### src/rtl/tape_rdr_pkg.sv
package tape_rdr_pkg;

    typedef enum logic [1:0] {
        OP_CTRL   = 2'd0,
        OP_SKIP   = 2'd1,
        OP_INPUT  = 2'd2,
        OP_OUTPUT = 2'd3
    } io_op_e;

    // Decoded, qualified instruction: every field is already gated by strobe
    typedef struct packed {
        logic ctrl_start;
        logic ctrl_stop;
        logic ctrl_bad;
        logic skip_rdy;
        logic skip_noint;
        logic skip_bad;
        logic in_take;
        logic in_bad;
    } dec_t;

endpackage

### src/rtl/tape_rdr_decode.sv
module tape_rdr_decode
    import tape_rdr_pkg::*;
#(
    parameter int FUNC_W = 4
) (
    input  logic              strobe,
    input  logic [1:0]        op,
    input  logic [FUNC_W-1:0] func,
    output dec_t              dec
);
    // Illegal-bit masks: control allows codes 0,1; skip allows codes 0,4
    localparam logic [FUNC_W-1:0] CTRL_ILLEGAL = ~FUNC_W'(1);
    localparam logic [FUNC_W-1:0] SKIP_ILLEGAL = ~FUNC_W'(4);
    localparam logic [FUNC_W-1:0] SKIP_NOINT   = FUNC_W'(4);

    io_op_e op_e;
    logic   is_ctrl, is_skip, is_in;
    logic   ctrl_ok, skip_ok, func_zero;

    always_comb begin
        op_e      = io_op_e'(op);
        is_ctrl   = strobe && (op_e == OP_CTRL);
        is_skip   = strobe && (op_e == OP_SKIP);
        is_in     = strobe && (op_e == OP_INPUT);
        func_zero = (func == '0);
        ctrl_ok   = ((func & CTRL_ILLEGAL) == '0);
        skip_ok   = ((func & SKIP_ILLEGAL) == '0);

        dec            = '0;
        dec.ctrl_start = is_ctrl && ctrl_ok && !func[0];
        dec.ctrl_stop  = is_ctrl && ctrl_ok &&  func[0];
        dec.ctrl_bad   = is_ctrl && !ctrl_ok;
        dec.skip_rdy   = is_skip && func_zero;
        dec.skip_noint = is_skip && (func == SKIP_NOINT);
        dec.skip_bad   = is_skip && !skip_ok;
        dec.in_take    = is_in && func_zero;
        dec.in_bad     = is_in && !func_zero;
    end

endmodule

### src/rtl/tape_rdr_core.sv
module tape_rdr_core #(
    parameter int CHAR_W = 8
) (
    input  logic              clk,
    input  logic              rst_n,
    input  logic              start,
    input  logic              stop,
    input  logic              take,
    input  logic              src_valid,
    input  logic [CHAR_W-1:0] src_char,
    output logic              src_ready,
    output logic              ready_q,
    output logic [CHAR_W-1:0] chr_q
);
    typedef struct packed {
        logic              motion;
        logic              ready;
        logic              pending;
        logic [CHAR_W-1:0] chr;
    } rdr_state_t;

    rdr_state_t st_d, st_q;
    logic       capture;

    always_comb begin
        src_ready = st_q.motion && st_q.pending;
        capture   = src_valid && src_ready;
        st_d      = st_q;

        // processor instruction effects
        if (start) begin
            st_d.motion  = 1'b1;
            st_d.pending = 1'b1;
        end
        if (stop) begin
            st_d.motion  = 1'b0;
            st_d.pending = 1'b0;
        end
        if (take && st_q.ready) begin
            st_d.ready = 1'b0;
            if (st_q.motion) begin
                st_d.pending = 1'b1;
            end
        end

        // completed handshake applied last so a character is never lost
        if (capture) begin
            st_d.chr     = src_char;
            st_d.ready   = 1'b1;
            st_d.pending = 1'b0;
        end
    end

    always_ff @(posedge clk or negedge rst_n) begin
        if (!rst_n) begin
            st_q <= '0;
        end else begin
            st_q <= st_d;
        end
    end

    assign ready_q = st_q.ready;
    assign chr_q   = st_q.chr;

endmodule

### src/rtl/tape_rdr_respond.sv
module tape_rdr_respond #(
    parameter int DATA_W = 16,
    parameter int CHAR_W = 8
) (
    input  logic              take,
    input  logic              skip_rdy,
    input  logic              skip_noint,
    input  logic              any_bad,
    input  logic              ready_q,
    input  logic              int_req,
    input  logic [CHAR_W-1:0] chr_q,
    input  logic [DATA_W-1:0] data_in,
    output logic [DATA_W-1:0] data_out,
    output logic              skip,
    output logic              bad
);
    localparam int PAD_W = DATA_W - CHAR_W;

    logic [DATA_W-1:0] chr_ext;
    logic              deliver;

    generate
        if (PAD_W > 0) begin : g_pad
            assign chr_ext = {{PAD_W{1'b0}}, chr_q};
        end else begin : g_trunc
            assign chr_ext = chr_q[DATA_W-1:0];
        end
    endgenerate

    always_comb begin
        deliver  = take && ready_q;
        skip     = deliver
                 || (skip_rdy   && ready_q)
                 || (skip_noint && !int_req);
        data_out = deliver ? (data_in | chr_ext) : data_in;
        bad      = any_bad;
    end

endmodule

### src/rtl/tape_reader_ctrl.sv
module tape_reader_ctrl
    import tape_rdr_pkg::*;
#(
    parameter int DATA_W = 16,
    parameter int CHAR_W = 8,
    parameter int FUNC_W = 4
) (
    input  logic              clk,
    input  logic              rst_n,
    input  logic              io_strobe,
    input  logic [1:0]        io_op,
    input  logic [FUNC_W-1:0] io_func,
    input  logic [DATA_W-1:0] io_data_in,
    output logic [DATA_W-1:0] io_data_out,
    output logic              io_skip,
    output logic              io_bad_func,
    input  logic              int_enable,
    output logic              int_req,
    input  logic              src_valid,
    input  logic [CHAR_W-1:0] src_char,
    output logic              src_ready
);
    dec_t              dec;
    logic              ready_q;
    logic [CHAR_W-1:0] chr_q;
    logic              any_bad;

    tape_rdr_decode #(.FUNC_W(FUNC_W)) u_decode (
        .strobe (io_strobe),
        .op     (io_op),
        .func   (io_func),
        .dec    (dec)
    );

    tape_rdr_core #(.CHAR_W(CHAR_W)) u_core (
        .clk       (clk),
        .rst_n     (rst_n),
        .start     (dec.ctrl_start),
        .stop      (dec.ctrl_stop),
        .take      (dec.in_take),
        .src_valid (src_valid),
        .src_char  (src_char),
        .src_ready (src_ready),
        .ready_q   (ready_q),
        .chr_q     (chr_q)
    );

    assign int_req = ready_q && int_enable;
    assign any_bad = dec.ctrl_bad || dec.skip_bad || dec.in_bad;

    tape_rdr_respond #(.DATA_W(DATA_W), .CHAR_W(CHAR_W)) u_respond (
        .take       (dec.in_take),
        .skip_rdy   (dec.skip_rdy),
        .skip_noint (dec.skip_noint),
        .any_bad    (any_bad),
        .ready_q    (ready_q),
        .int_req    (int_req),
        .chr_q      (chr_q),
        .data_in    (io_data_in),
        .data_out   (io_data_out),
        .skip       (io_skip),
        .bad        (io_bad_func)
    );

endmodule

### config.mk
export PLATFORM = sky130hd
export DESIGN_NAME = tape_reader_ctrl
export DESIGN_NICKNAME = d
export VERILOG_FILES = /design/src/rtl/tape_rdr_pkg.sv /design/src/rtl/tape_rdr_decode.sv /design/src/rtl/tape_rdr_core.sv /design/src/rtl/tape_rdr_respond.sv /design/src/rtl/tape_reader_ctrl.sv
export SDC_FILE = /design/constraint.sdc
export NUM_CORES = 1
export LEC_CHECK = 0
export BUFFER_PORTS_ARGS = -buffer_cell sky130_fd_sc_hd__buf_2
export CAP_MARGIN = 10
export CORE_MARGIN = 3
export CORE_UTILIZATION = 35
export CTS_CLUSTER_DIAMETER = 120
export CTS_CLUSTER_SIZE = 40
export DETAILED_ROUTE_END_ITERATION = 8
export PLACE_DENSITY = 0.72
export SLEW_MARGIN = 10
export SYNTH_ARGS = -nofsm -noshare
export SYNTH_HDL_FRONTEND = slang
export SYNTH_HIERARCHICAL = 1
export SYNTH_SLANG_ARGS = --single-unit
### constraint.sdc
create_clock -name clk -period 1.2 [get_ports clk]
set_clock_uncertainty 0.1 [all_clocks]
set_input_delay 0.06 -clock clk [delete_from_list [all_inputs] [get_ports clk]]
set_output_delay 0.06 -clock clk [all_outputs]
set_load 0.01 [all_outputs]
# ---- Yosys cells after proc, flatten, opt, wreduce, memory -nomap -nowiden
# Index checks and enable logic that the tools add are counted.
dict set report totals {
  out_inout_bits 20
  word_cells 49
  regBits 11
  inputBits 35
}
dict set report op_classes {
  bitwise 1
  n_reduce_logical 33
  n_mux 8
  n_eq_ne 3
}
# op count
set ops {}
lappend ops {{$logic_and A1 B1 Y1} 18}
lappend ops {{$mux W16} 1}
lappend ops {{$or A16 B8 Y16} 1}
lappend ops {{$logic_not A4 Y1} 3}
lappend ops {{$mux W10} 1}
lappend ops {{$logic_not A1 Y1} 5}
lappend ops {{$mux W1} 5}
lappend ops {{$eq A4 B3 Y1 const B} 1}
lappend ops {{$logic_or A1 B1 Y1} 4}
lappend ops {{$reduce_bool A2 Y1} 2}
lappend ops {{$eq A2 B1 Y1 const B} 1}
lappend ops {{$eq A2 B2 Y1 const B} 1}
lappend ops {{$logic_not A2 Y1} 1}
lappend ops {{$mux W2} 1}

# ---- Longest topological paths before layout
dict set report depth {
  ltp_word 9
  ltp_mapped 5
  ltp_nobuf 4
}

# ---- Cells and area by module
# The synthesis kept the hierarchy.
# module area_each_um2 cells_each n_inst
set modules_own_cells {}
lappend modules_own_cells {tape_rdr_core 486.7 36 1}
lappend modules_own_cells {tape_rdr_respond 161.4 22 1}
lappend modules_own_cells {tape_rdr_decode 91.3 16 1}
lappend modules_own_cells {tape_reader_ctrl 12.5 2 1}

# ---- Worst setup path before layout
# Ideal clock, no wire load.
dict set report synth_path {
  path_type {input to output}
  startpoint {in io_func[3]}
  endpoint {out io_data_out[0]}
  setup_slack_ns -0.144
  path_stages 5
  arrival_ns 1.184
  required_time_ns 1.040
  n_path_buf 1
  cell_sequence {or4_4 -> nor2_1 -> and2_4 -> buf_6 -> a21o_1}
}
# item line
set synth_lines {}
lappend synth_lines {{start: declaration} tape_reader_ctrl.sv:12} ;# input logic [FUNC_W-1:0] io_func,
lappend synth_lines {{end: declaration} tape_reader_ctrl.sv:14} ;# output logic [DATA_W-1:0] io_data_out,

==> flow_summary.yaml <==
outcome:
  outcome: "finished, violations left"
  violations: "negative setup slack"
worst_setup_path:
  critical_path_class: "in -> out"
  reg2reg_slack_ns: 0
  startpoint: "io_func[0]"
  crit_fanout: 8
  worstSetupStartpointType: "input pin"
  cp_data_required_time_ns: 1.04
  crit_path_end: "io_data_out[5]"
  r2r-start: "u_core/st_q[8]$_DFF_PN0_"
  arrival_ns: 1.30
  reg2regPathDepth: 2
  endpoint_kind: "primary output"
  rr_endpoint: "u_core/chr_q[6]$_DFFE_PN0P_"
clocking:
  root_buffer: "clkbuf_4"
  htreeDepth: 1
  clock_latency_ns: 0.26
  cts_sinks: 11
  cts_buffers: 3
  clk_path_buf_depth: 2
  cts_tree: "yes"
pwr:
  powerDensity_nw_per_um2: 1220
  p_leak_uw: 0.0006157
  ir_drop_v: 0.0006257
yosys:
  synth_area_um2: 752.0
  ys_ff_latch: 11
  synth_nets: 111
  synth.distinct_cells: 22
  ys_warn_count: 6
  synth_cells: 76
  ys_seq_area_share_pct: 36.61
  synth_area_per_cell_um2: 9.894
final_layout:
  layout-area-overhead-vs-synth_pct: 52.58
  drive_gt1_share_pct: 58.20
  diodes: 0
  nets: 158
  design_area_um2: 1147
  fill_cells: 185
timing:
  tightestPinTransition_ns: 0.2650
  min_period_ns: 1.463
  fmax_mhz: 683.7
  fin_crit_sh_pct: 121.9
  hold_viol_final: 0
  setup_slack_ns: -0.2626
  max_slew_margin_pct: 82.33
  hold_slack_ns: 0.02000
  rsz0062_at_grt: "true"
  setup_viol: 10
  slew_viol_final: 0
  final.setup.tns_ns: -2.118
route:
  drt_pass1_iterations: 4
  first_iter_violations: 4
  ant_nets: 0
  dr_total_vias: 708
  routedWlPerCell_um: 12.81
  drc_errors: 0
  totalWireLength_um: 1909
  vias_per_cell: 4.752
floorplanning:
  initial_core_util_pct: 37.56
  core_um2: 2002
  row_count: 16
  ioPinCount: 55
  dieArea_um2: 2741
  die_y_um: 52.35
  die_w_um: 52.35
global_route:
  grt-ovfl-total: 0
  grt_max_degree: 12
  grt.total_usage_pct: 12.14
  antenna_found_initial: 0
  grt_pass1_wl_um: 2470
  first_global_vias: 626
placement:
  portBuffers: 38
  post_dp_cell_area_um2: 889.6
  place.gp.congestion: 0.6681
  post-dp-hpwl_um: 1165
job:
  maxCapViolations: 0
worst_hold_path:
  hp-class: "in -> out"
  hp-start: "io_data_in[10]"
kinds of logic after synthesis:
| logic type | after synthesis | share of synthesized area (%) |
|---|---|---|
| buffers and inverters | 22 | 20.46 |
| AOI/OAI and AO/OA | 14 | 12.65 |
| and+or+nand+nor | 21 | 18.30 |
| DFF | 11 | 36.61 |
| muxes | 8 | 11.98 |
worst min path at each step:
stage | to | slack (ns) | depth (start not counted)
floorplan | u_core/chr_q[0]$_DFFE_PN0P_ | -0.34 | 0
global placement | u_core/chr_q[6]$_DFFE_PN0P_ | -0.16 | 1
detailed placement | u_core/chr_q[5]$_DFFE_PN0P_ | -0.16 | 1
CTS | io_data_out[12] | 0.02 | 0
global route | io_data_out[9] | 0.02 | 0
finish | io_data_out[10] | 0.02 | 0
sequential cells by signal, summed over array words and instances (netlist names):
signal	cells
u_core/ready_q	1
u_core/chr_q	8
u_core/st_q	2
where the power goes:
group	switching [uW]	total, uW	internal [uW]
sequential	119	653	535
clock	105	233	128
combinational	172	513	341
total	396	1400	1000
critical path, cell delays in order:
cell and delay, ns:
buf_6 0.09, or4_4 0.55, nor2_4 0.12, and2_4 0.21
a21o_1 0.14, buf_2 0.13
Yosys cell counts (all sizes together):
master	number	share of area (%)
inv	4	2.0
or3b	1	1.2
mux2	8	12
o21bai	1	1.0
nand3b	2	2.0
a21o	8	8.0
a21oi	1	0.66
or3	1	0.83
a21boi	1	1.0
buf	18	18
o21ai	3	2.0
nand3	2	3.0
dfrtp	11	37
nor2	7	3.5
nor3b	2	2.0
or4	1	1.5
nor3	2	1.3
and2	3	3.0
routing by layer:
metal | vias to the layer above | GRT usage, % | wire length, um
li1 | 337 | - | -
met1 | 329 | 12.50 | 689
met3 | 2 | 1.709 | 181
met5 | - | 0 | 0
met2 | 40 | 23.14 | 1020
met4 | 0 | 6.383 | 18
metrics by stage:
step	utilization, %	std cells	power (uW)	setup slack (ns)
6_report	57.31	149	1400	-0.2626
5_1_grt	57.31	149	1502	-0.2934
4_1_cts	53.25	145	1301	-0.2362
3_5_place_dp	44.44	129	976.8	-0.2575
3_3_place_gp	44.44	129	953.7	-0.2333
2_1_floorplan	-	76	1035	-0.06095
cell type report:
cell class	count	area, um^2	area share [%]
multi-input cells	44	399.1	34.79
repair buffers	59	397.9	34.68
flip-flops and latches	11	275.3	23.99
well taps	27	33.78	2.944
clock buffers	4	26.28	2.290
inverters	4	15.01	1.309
cells in the final DEF (no fill, tap or decap):
master         synthesis  layout
nand3b_1               2       2
nor2_2                 0       1
buf_4                 17       8
nand3_4                1       2
nor2_1                 7       5
a21o_1                 8       8
o21bai_1               1       1
and2_1                 1       1
clkbuf_1               0       1
dfrtp_1               11      11
clkbuf_4               0       3
nor2_4                 0       1
and2_4                 1       2
or3_1                  1       1
buf_6                  1       6
nor3_4                 0       2
or4_4                  1       1
nor3b_1                2       2
inv_1                  4       4
mux2_4                 0       6
mux2_2                 8       2
nand3_1                1       1
buf_2                  0      36
a21oi_1                1       1
o21ai_0                3       3
a21boi_1               0       1
dlygate4sd3_1          0       9
or3b_4                 0       1
what timing repair did:
action	CTS	global route
endpoints found under the hold margin	19	0
hold buffers	9	0
pin swaps	8	3
cloned	0	1
resized for setup	8	13
endpoints found under the setup margin	11	20
setup buffers	3	3
Note: power is estimated with default switching activity, not from simulation.
